==> src/rtl/pmr_pkg.sv <==
package pmr_pkg;

  localparam int OP_W = 4;

  typedef enum logic [1:0] {
    PM_RUN  = 2'b00,
    PM_STBY = 2'b01,
    PM_OFF  = 2'b10
  } pm_mode_e;

  localparam logic [OP_W-1:0] OP_LOAD_UPD      = 4'b1000;
  localparam logic [OP_W-1:0] OP_WRITE_UPD     = 4'b1001;
  localparam logic [OP_W-1:0] OP_GO_STBY       = 4'b1100;
  localparam logic [OP_W-1:0] OP_GO_RUN        = 4'b1101;
  localparam logic [OP_W-1:0] OP_GO_OFF        = 4'b1110;
  localparam logic [OP_W-1:0] OP_WRITE_UPD_ALT = 4'b1111;

  typedef struct packed {
    logic wake;
    logic stby;
    logic off;
    logic sel_ld;
  } pm_req_t;

endpackage

==> src/rtl/pmr_cmd_decode.sv <==
module pmr_cmd_decode
  import pmr_pkg::*;
(
  input  logic            valid_i,
  input  logic [OP_W-1:0] op_i,
  output pm_req_t         req_o
);

  always_comb begin
    req_o = '0;
    if (valid_i) begin
      case (op_i)
        OP_GO_STBY: begin
          req_o.stby   = 1'b1;
          req_o.sel_ld = 1'b1;
        end
        OP_GO_OFF: begin
          req_o.off    = 1'b1;
          req_o.sel_ld = 1'b1;
        end
        OP_GO_RUN: begin
          req_o.wake   = 1'b1;
          req_o.sel_ld = 1'b1;
        end
        OP_LOAD_UPD, OP_WRITE_UPD, OP_WRITE_UPD_ALT: begin
          req_o.wake = 1'b1;
        end
        default: ;
      endcase
    end
  end

endmodule

==> src/rtl/pmr_mode_fsm.sv <==
module pmr_mode_fsm
  import pmr_pkg::*;
#(
  parameter int SEL_W = 2
) (
  input  logic             clk,
  input  logic             rst,
  input  pm_req_t          req_i,
  input  logic [SEL_W-1:0] sel_i,
  output pm_mode_e         mode_o,
  output logic [SEL_W-1:0] sel_o,
  output logic             drive_en_o,
  output logic             ref_en_o,
  output logic             start_o,
  output logic             start_long_o,
  output logic             sleep_o
);

  pm_mode_e         mode_q, mode_d;
  logic [SEL_W-1:0] sel_q, sel_d;
  logic             drive_q, ref_q;
  logic             stby_blocked;

  assign stby_blocked = req_i.stby && (mode_q == PM_OFF);

  always_comb begin
    mode_d       = mode_q;
    sel_d        = sel_q;
    start_o      = 1'b0;
    start_long_o = 1'b0;
    sleep_o      = 1'b0;
    if (req_i.off) begin
      mode_d  = PM_OFF;
      sleep_o = 1'b1;
    end else if (req_i.stby) begin
      if (!stby_blocked) begin
        mode_d  = PM_STBY;
        sleep_o = 1'b1;
      end
    end else if (req_i.wake && (mode_q != PM_RUN)) begin
      mode_d       = PM_RUN;
      start_o      = 1'b1;
      start_long_o = (mode_q == PM_OFF);
    end
    if (req_i.sel_ld && !stby_blocked) begin
      sel_d = sel_i;
    end
  end

  always_ff @(posedge clk) begin
    if (rst) begin
      mode_q  <= PM_RUN;
      sel_q   <= '0;
      drive_q <= 1'b1;
      ref_q   <= 1'b1;
    end else begin
      mode_q  <= mode_d;
      sel_q   <= sel_d;
      drive_q <= (mode_d == PM_RUN);
      ref_q   <= (mode_d != PM_OFF);
    end
  end

  assign mode_o     = mode_q;
  assign sel_o      = sel_q;
  assign drive_en_o = drive_q;
  assign ref_en_o   = ref_q;

  AST_NO_OFF_TO_STBY: assert property (@(posedge clk) disable iff (rst)
    (mode_q == PM_OFF) |=> (mode_q != PM_STBY));

  AST_SEL_HOLD: assert property (@(posedge clk) disable iff (rst)
    (!req_i.sel_ld) |=> $stable(sel_q));

  AST_ONE_REQ: assert property (@(posedge clk) disable iff (rst)
    $onehot0({req_i.wake, req_i.stby, req_i.off}));

endmodule

==> src/rtl/pmr_wake_timer.sv <==
module pmr_wake_timer #(
  parameter int DAC_WAKE = 5,
  parameter int REF_WAKE = 9
) (
  input  logic clk,
  input  logic rst,
  input  logic start_i,
  input  logic start_long_i,
  input  logic sleep_i,
  output logic valid_o
);

  localparam int LONG_DLY = DAC_WAKE + REF_WAKE;
  localparam int CNT_W    = (LONG_DLY < 1) ? 1 : $clog2(LONG_DLY + 1);
  localparam logic [CNT_W-1:0] LONG_C  = CNT_W'(LONG_DLY);
  localparam logic [CNT_W-1:0] SHORT_C = CNT_W'(DAC_WAKE);

  logic [CNT_W-1:0] cnt_q;
  logic [CNT_W-1:0] load_v;
  logic             valid_q;

  assign load_v = start_long_i ? LONG_C : SHORT_C;

  always_ff @(posedge clk) begin
    if (rst) begin
      cnt_q   <= '0;
      valid_q <= 1'b1;
    end else if (sleep_i) begin
      cnt_q   <= '0;
      valid_q <= 1'b0;
    end else if (start_i) begin
      cnt_q   <= load_v;
      valid_q <= (load_v == '0);
    end else if (!valid_q && (cnt_q != '0)) begin
      if (cnt_q == CNT_W'(1)) begin
        cnt_q   <= '0;
        valid_q <= 1'b1;
      end else begin
        cnt_q <= cnt_q - CNT_W'(1);
      end
    end
  end

  assign valid_o = valid_q;

  AST_RISE_NOT_ON_SLEEP: assert property (@(posedge clk) disable iff (rst)
    $rose(valid_q) |-> !$past(sleep_i));

  AST_CNT_BOUND: assert property (@(posedge clk) disable iff (rst)
    cnt_q <= LONG_C);

endmodule

==> src/rtl/pmr_top.sv <==
module pmr_top
  import pmr_pkg::*;
#(
  parameter int SEL_W    = 2,
  parameter int DAC_WAKE = 5,
  parameter int REF_WAKE = 9
) (
  input  logic             clk,
  input  logic             rst,
  input  logic             cmd_valid,
  input  logic [3:0]       cmd_op,
  input  logic [SEL_W-1:0] cmd_sel,
  output logic [1:0]       mode,
  output logic [SEL_W-1:0] ref_sel,
  output logic             drive_en,
  output logic             ref_en,
  output logic             out_valid
);

  pm_req_t  req;
  pm_mode_e mode_q;
  logic     start, start_long, sleep;

  pmr_cmd_decode u_dec (
    .valid_i (cmd_valid),
    .op_i    (cmd_op),
    .req_o   (req)
  );

  pmr_mode_fsm #(.SEL_W(SEL_W)) u_fsm (
    .clk          (clk),
    .rst          (rst),
    .req_i        (req),
    .sel_i        (cmd_sel),
    .mode_o       (mode_q),
    .sel_o        (ref_sel),
    .drive_en_o   (drive_en),
    .ref_en_o     (ref_en),
    .start_o      (start),
    .start_long_o (start_long),
    .sleep_o      (sleep)
  );

  pmr_wake_timer #(.DAC_WAKE(DAC_WAKE), .REF_WAKE(REF_WAKE)) u_tmr (
    .clk          (clk),
    .rst          (rst),
    .start_i      (start),
    .start_long_i (start_long),
    .sleep_i      (sleep),
    .valid_o      (out_valid)
  );

  assign mode = mode_q;

  AST_OFF_ALL_DARK: assert property (@(posedge clk) disable iff (rst)
    (mode_q == PM_OFF) |-> (!drive_en && !ref_en && !out_valid));

  AST_STBY_KEEPS_REF: assert property (@(posedge clk) disable iff (rst)
    (mode_q == PM_STBY) |-> (ref_en && !drive_en && !out_valid));

  AST_VALID_NEEDS_RUN: assert property (@(posedge clk) disable iff (rst)
    out_valid |-> (drive_en && mode_q == PM_RUN));

endmodule

==> config.mk <==
export PLATFORM = sky130hd
export DESIGN_NAME = pmr_top
export DESIGN_NICKNAME = d
export VERILOG_FILES = /design/src/rtl/pmr_pkg.sv /design/src/rtl/pmr_cmd_decode.sv /design/src/rtl/pmr_mode_fsm.sv /design/src/rtl/pmr_wake_timer.sv /design/src/rtl/pmr_top.sv
export SDC_FILE = /design/constraint.sdc
export NUM_CORES = 1
export LEC_CHECK = 0
export ABC_AREA = 1
export BUFFER_PORTS_ARGS = -buffer_cell sky130_fd_sc_hd__clkbuf_2
export CORE_MARGIN = 4
export CORE_UTILIZATION = 45
export DETAILED_ROUTE_END_ITERATION = 10
export GPL_ROUTABILITY_DRIVEN = 0
export PLACE_DENSITY = 0.74
export SYNTH_ARGS = -nofsm -noshare
export SYNTH_HDL_FRONTEND = slang
export SYNTH_SLANG_ARGS = --single-unit
==> constraint.sdc <==
create_clock -name clk -period 1.11 [get_ports clk]
set_input_delay 0.111 -clock clk [delete_from_list [all_inputs] [get_ports clk]]
set_output_delay 0.111 -clock clk [all_outputs]
set_load 0.02 [all_outputs]
Word level (Yosys, flattened, before mapping)
Cells that the tools add are included.
- register bits after elaboration: 11
- bits of input ports: 9
- logic and storage cells: 59
- $add $sub $neg: 1
- eq/ne operators: 9
- multiplexer cells: 26
- reduce and logical (&&, ||, !) cells: 17
- operators by type and width (cell ; number):
    4-bit == test (second input constant) ; 6
    4-bit two-way mux ; 5
    1-bit two-way mux ; 17
    2-bit two-way mux ; 4
    3-bit nonzero test ; 2
    4-bit by 1-bit == test with 1-bit output (second input constant) ; 1
    1-bit logical AND ; 4
    4-bit zero test ; 1
    2-bit nonzero test ; 2
    4-bit nonzero test ; 1
    4-bit OR reduction ; 1
    4-bit by 1-bit subtractor with 4-bit output (second input constant) ; 1
    3-bit OR reduction ; 1
    2-bit == test (second input constant) ; 1
    1-bit zero test ; 2
    2-bit zero test ; 1
    2-bit inequality test (second input constant) ; 1
    2-bit AND reduction ; 1
    2-bit OR reduction ; 1

Longest topological paths before layout
- depth after elaboration: 12
- depth in mapped cells: 9
- mapped depth without buffers: 9

Hierarchy
A second synthesis with hierarchy kept.
- cells, all modules: 110
- area, all modules: 703.2 um^2
- by module, submodules not included (module ; instances ; cells each ; area an instance (um^2)):
    pmr_wake_timer ; 1 ; 47 ; 331.6
    pmr_mode_fsm ; 1 ; 43 ; 282.8
    pmr_cmd_decode ; 1 ; 20 ; 88.8

Worst setup path before layout
Ideal clock, no wire load.
- path kind: register -> register
- start: reg u_tmr.cnt_q[0]
- end: reg u_tmr.cnt_q[0]
- setup time: 115 ps
- arrival: 1019 ps
- slack: -23 ps
- stages on the path, launching flop included: 9
- path through: dfxtp_1 -> inv_1 -> ha_1 -> nand2_1 -> nand2_2 -> inv_2 -> nand2_1 -> o21ai_1 -> nor2_1
- cells in the longest elaborated chain, start to end: 4
- elaborated cells on any way between the ends: 8
- those cells by class: 1 x add/sub; 1 x eq/ne; 3 x mux; 3 x reduce/logical
- ends and longest elaborated chain (element ; line ; RTL):
    start, declared ; pmr_wake_timer.sv:18 ; logic [CNT_W-1:0] cnt_q;
    start signal, assigned ; pmr_wake_timer.sv:32 ; cnt_q <= load_v;
    start signal, assigned ; pmr_wake_timer.sv:39 ; cnt_q <= cnt_q - CNT_W'(1);
    4-bit by 1-bit subtractor with 4-bit output or 4-bit by 1-bit == test with 1-bit output (tied branches) ; pmr_wake_timer.sv:39, pmr_wake_timer.sv:35 ;
    4-bit two-way mux ; pmr_wake_timer.sv:35 ; if (cnt_q == CNT_W'(1)) begin
    4-bit two-way mux ; pmr_wake_timer.sv:34 ; end else if (!valid_q && (cnt_q != '0)) begin
    4-bit two-way mux ; pmr_wake_timer.sv:31 ; end else if (start_i) begin
Parallel ways exist; a longest one is shown, timed or not. The select of a mux whose other input is x is not followed.
A chain may end at the register's enable or synchronous reset.

Worst setup path in the final report
Ends and elaborated chain as after synthesis.

==> results.tsv <==
stage	metric	value	unit
outcome	outcome	finished, final reports clean	
sta	Max Freq	0.930	GHz
grt	first-pass GRT wire length	2330	um
power_and_ir_drop	Int Power	1.07	mW
yosys	post-synthesis register bit count	11	
drt	detailed-route via count	718	
power_and_ir_drop	Switching Share	0.411	
final_layout	antenna cell count	0	
yosys	Yosys warnings	0	
drt	residual DRC count	0	
grt	M3 GR Usage	0.0469	
drt	Routed WL	1540	um
grt	all-layer global routing usage	0.156	
sta	RSZ-0062 raised after global routing	true	
grt	global routing's busiest layer	met2	
sta	worst slew pin tran	244	ps
grt	number of global-route vias before repair	597	
critical_path	Setup CP Type	reg -> reg	
sta	Pins Over Slew Limit	0	
sta	Tmin final	1080	ps
clock_network	clock buffer depth	2	
placement	I/O Buffers	15	
sta	Rel. slew slack	0.837	
clock_network	# H-tree levels	1	
critical_path	worst r2r src	u_tmr.cnt_q[0]$_SDFFE_PP0P_	
yosys	XOR/XNOR Fraction of Synth Area	0.0130	
placement	HPWL Detailed	1170	um
drt	average wire per standard cell	10.7	um
power_and_ir_drop	Tot Pwr	1.82	mW
sta	Final Hold Viols	0	
final_layout	final instance area	918	sq um
clock_network	clk root buf	clkbuf_4	
yosys	Post-Synth Simple-Gate Area	0.414	
critical_path	Required @ worst endpoint	1280	ps
clock_network	worst-skew pair later-pin latency	270	ps
critical_path	Crit path arrival time	1240	ps
critical_path	Bufs and invs on worst path	2	
power_and_ir_drop	register share of total power	0.318	
critical_path	worst r2r dst	u_tmr.cnt_q[0]$_SDFFE_PP0P_	
final_layout	FF+latch area	229	sq um
clock_network	clock-pin slew on the worst setup and hold paths	70	ps
critical_path	CP top delay family	flip-flops	
power_and_ir_drop	maximum vdd drop	1020	uV
drt	via/cell ratio	4.99	
critical_path	crit-path cells	inv_6 > ha_4 > nand2_4 > nand2_4 > inv_2 > nand2_1 > o21ai_1 > nor2_1	
clock_network	Num Clock Sinks	11	
yosys	synth unique cells	20	
yosys	largest family of logic cells by synthesized area	simple AND/OR/NAND/NOR gates	
yosys	Compound-Gate Fraction of Synth Area	0.0725	
flow_run	# Max-Cap Violations	0	
yosys	multiplexer share of the synthesized area	0	
hold_path	Hold/Removal Path Class	in -> reg	
yosys	Synth Cell Area	673	sq um
sta	fin crit share	0.969	
critical_path	Worst path max stage delay	380	ps
yosys	Seq/Total Area, Yosys	0.327	
final_layout	fin util	0.680	
critical_path	FF-to-FF setup slack	30	ps
clock_network	CTS tree	yes	
die	Die Area	0.00218	sq mm
die	Row Count	13	
hold_path	Hold Path Sink	u_fsm.sel_o[1]$_SDFFE_PP0P_	
grt	met2 usage	0.269	
critical_path	FF-to-FF path depth	8	
die	chip height	46.7	um
power_and_ir_drop	clock share of power	0.150	
hold_path	worst hold start	cmd_sel[1]	
clock_network	Hold Buf Count CTS	0	
grt	largest net degree at the start of global routing	11	
drt	DRT antenna net count	0	
final_layout	# nets final	142	
drt	DR iter-0 viols	13	
yosys	Synth Instances	104	
final_layout	area growth from synthesis to layout	36.4	%
yosys	Synth Area in Adders	0.0558	
sta	clock skew	3.89	ps
placement	area post-placement	798	sq um
hold_path	Worst Hold Path Cells	3	
power_and_ir_drop	logic gate share of total power	0.532	
power_and_ir_drop	sw power	749	uW
die	chip width	46.7	um
critical_path	crit-path max FO	6	
die	Top-Level Pins	16	
grt	routing usage on met1	0.167	
sta	Final Setup Violations	0	
critical_path	Crit-path slowest cell	dfxtp_4	
power_and_ir_drop	Static Leak	0.507	nW
power_and_ir_drop	Power Dens Cells	1980	mW/mm^2
yosys	Syn Nets	116	
critical_path	most used cell, CP	nand2_4	
die	placeable core area	0.00135	sq mm
yosys	syn avg cell area	6.47	sq um
sta	TNS Setup	0	ps
final_layout	share of layout cells above drive strength 1	0.419	
die	initial core utilization	0.499	
grt	gr ovfl total	0	
final_layout	area of the multi-input gates	445	sq um
grt	initial antenna violation count	0	
critical_path	CP Capture Type	flip-flop	
critical_path	Worst Setup Start Kind	flip-flop	
final_layout	Fill cells	117	
drt	DR pass1 iterations	4	
clock_network	CTS buffer count	3	
## worst max-delay path by stage
stage | from | endpoint | slack (ps) | cells past startpoint
2_1_floorplan | u_fsm.mode_o[1]$_SDFF_PP0_ | u_fsm.mode_o[0]$_SDFF_PP0_ | 2 | 7
3_3_place_gp | u_tmr.cnt_q[1]$_SDFFE_PP0P_ | u_tmr.cnt_q[0]$_SDFFE_PP0P_ | -7 | 8
3_5_place_dp | u_tmr.cnt_q[1]$_SDFFE_PP0P_ | u_tmr.cnt_q[0]$_SDFFE_PP0P_ | -60 | 8
4_1_cts | u_tmr.cnt_q[0]$_SDFFE_PP0P_ | u_tmr.cnt_q[2]$_SDFFE_PP0P_ | 6 | 7
5_1_grt | u_tmr.cnt_q[0]$_SDFFE_PP0P_ | u_tmr.cnt_q[3]$_SDFFE_PP0P_ | -50 | 8
6_report | u_tmr.cnt_q[0]$_SDFFE_PP0P_ | u_tmr.cnt_q[0]$_SDFFE_PP0P_ | 30 | 8
## kinds of logic after synthesis
group,after synthesis
and+or+nand+nor,59
buffers and inverters,21
DFF,11
AOI/OAI and AO/OA,9
adders and majority gates,3
xor gates and xnor gates,1
## layout by cell type, fill, tap and decap left out, drive strengths merged
master and count:
nand4 2, xor2 1, nand2 39, ha 3
buf 5, nand3 7, a21oi 3, nand3b 1
and3 1, dfxtp 11, o21ai 6, clkbuf 19
inv 21, nor2 10
## Yosys cell counts, drive strengths merged
| master | n | area [sq um] |
|---|---|---|
| nor2 | 10 | 50.1 |
| and3 | 1 | 6.26 |
| ha | 3 | 37.5 |
| nand3b | 1 | 7.51 |
| xor2 | 1 | 8.76 |
| nand2 | 38 | 163 |
| o21ai | 6 | 33.8 |
| dfxtp | 11 | 220 |
| a21oi | 3 | 15.0 |
| nand3 | 7 | 40.0 |
| nand4 | 2 | 12.5 |
| inv | 21 | 78.8 |
## power groups by stage
stage / combinational (mW) / clock [mW] / sequential, mW
5_1_grt: 1.08 / 0.306 / 0.586
4_1_cts: 0.819 / 0.281 / 0.536
3_5_place_dp: 0.730 / 0 / 0.540
6_report: 0.969 / 0.274 / 0.579
2_1_floorplan: 0.486 / 0 / 0.542
3_3_place_gp: 0.715 / 0 / 0.534
## routing by layer
metal	routed length (um)	up-vias
met5	0	-
met3	59	8
met2	766	19
met1	656	318
met4	57	0
li1	-	373
## repair_timing
item	4_1_cts	5_1_grt
gates cloned	0	1
setup endpoints to repair	4	11
setup buffers	0	1
gates resized for setup	6	20
pin swaps	3	6
## area by class of cell
type	instances	area share
Multi-Input combinational cell	73	0.485
Sequential cell	11	0.249
Timing Repair Buffer	20	0.123
Inverter	21	0.0940
Clock buffer	4	0.0286
Tap cell	15	0.0204
## flip-flops by register name, indices dropped and copies added, names as in the netlist
signal,cells
u_fsm.sel_o,2
u_fsm.mode_o,2
u_tmr.valid_o,1
u_tmr.cnt_q,4
u_fsm.drive_en_o,1
u_fsm.ref_en_o,1
## tightest hold or removal path, delay by kind of cell
family	cells	cell delay [ps]
AND/OR/NAND/NOR	2	120
buffers and inverters	1	80
## metrics by stage
step,instances,hold slack [ps],worst slack [ps]
3_5_place_dp,138,344,-64.3
3_3_place_gp,138,333,-7.41
5_1_grt,144,78.1,-49.0
4_1_cts,142,68.0,5.88
2_1_floorplan,104,246,1.84
6_report,144,73.3,34.4
Power figures use the tool's default switching activity.
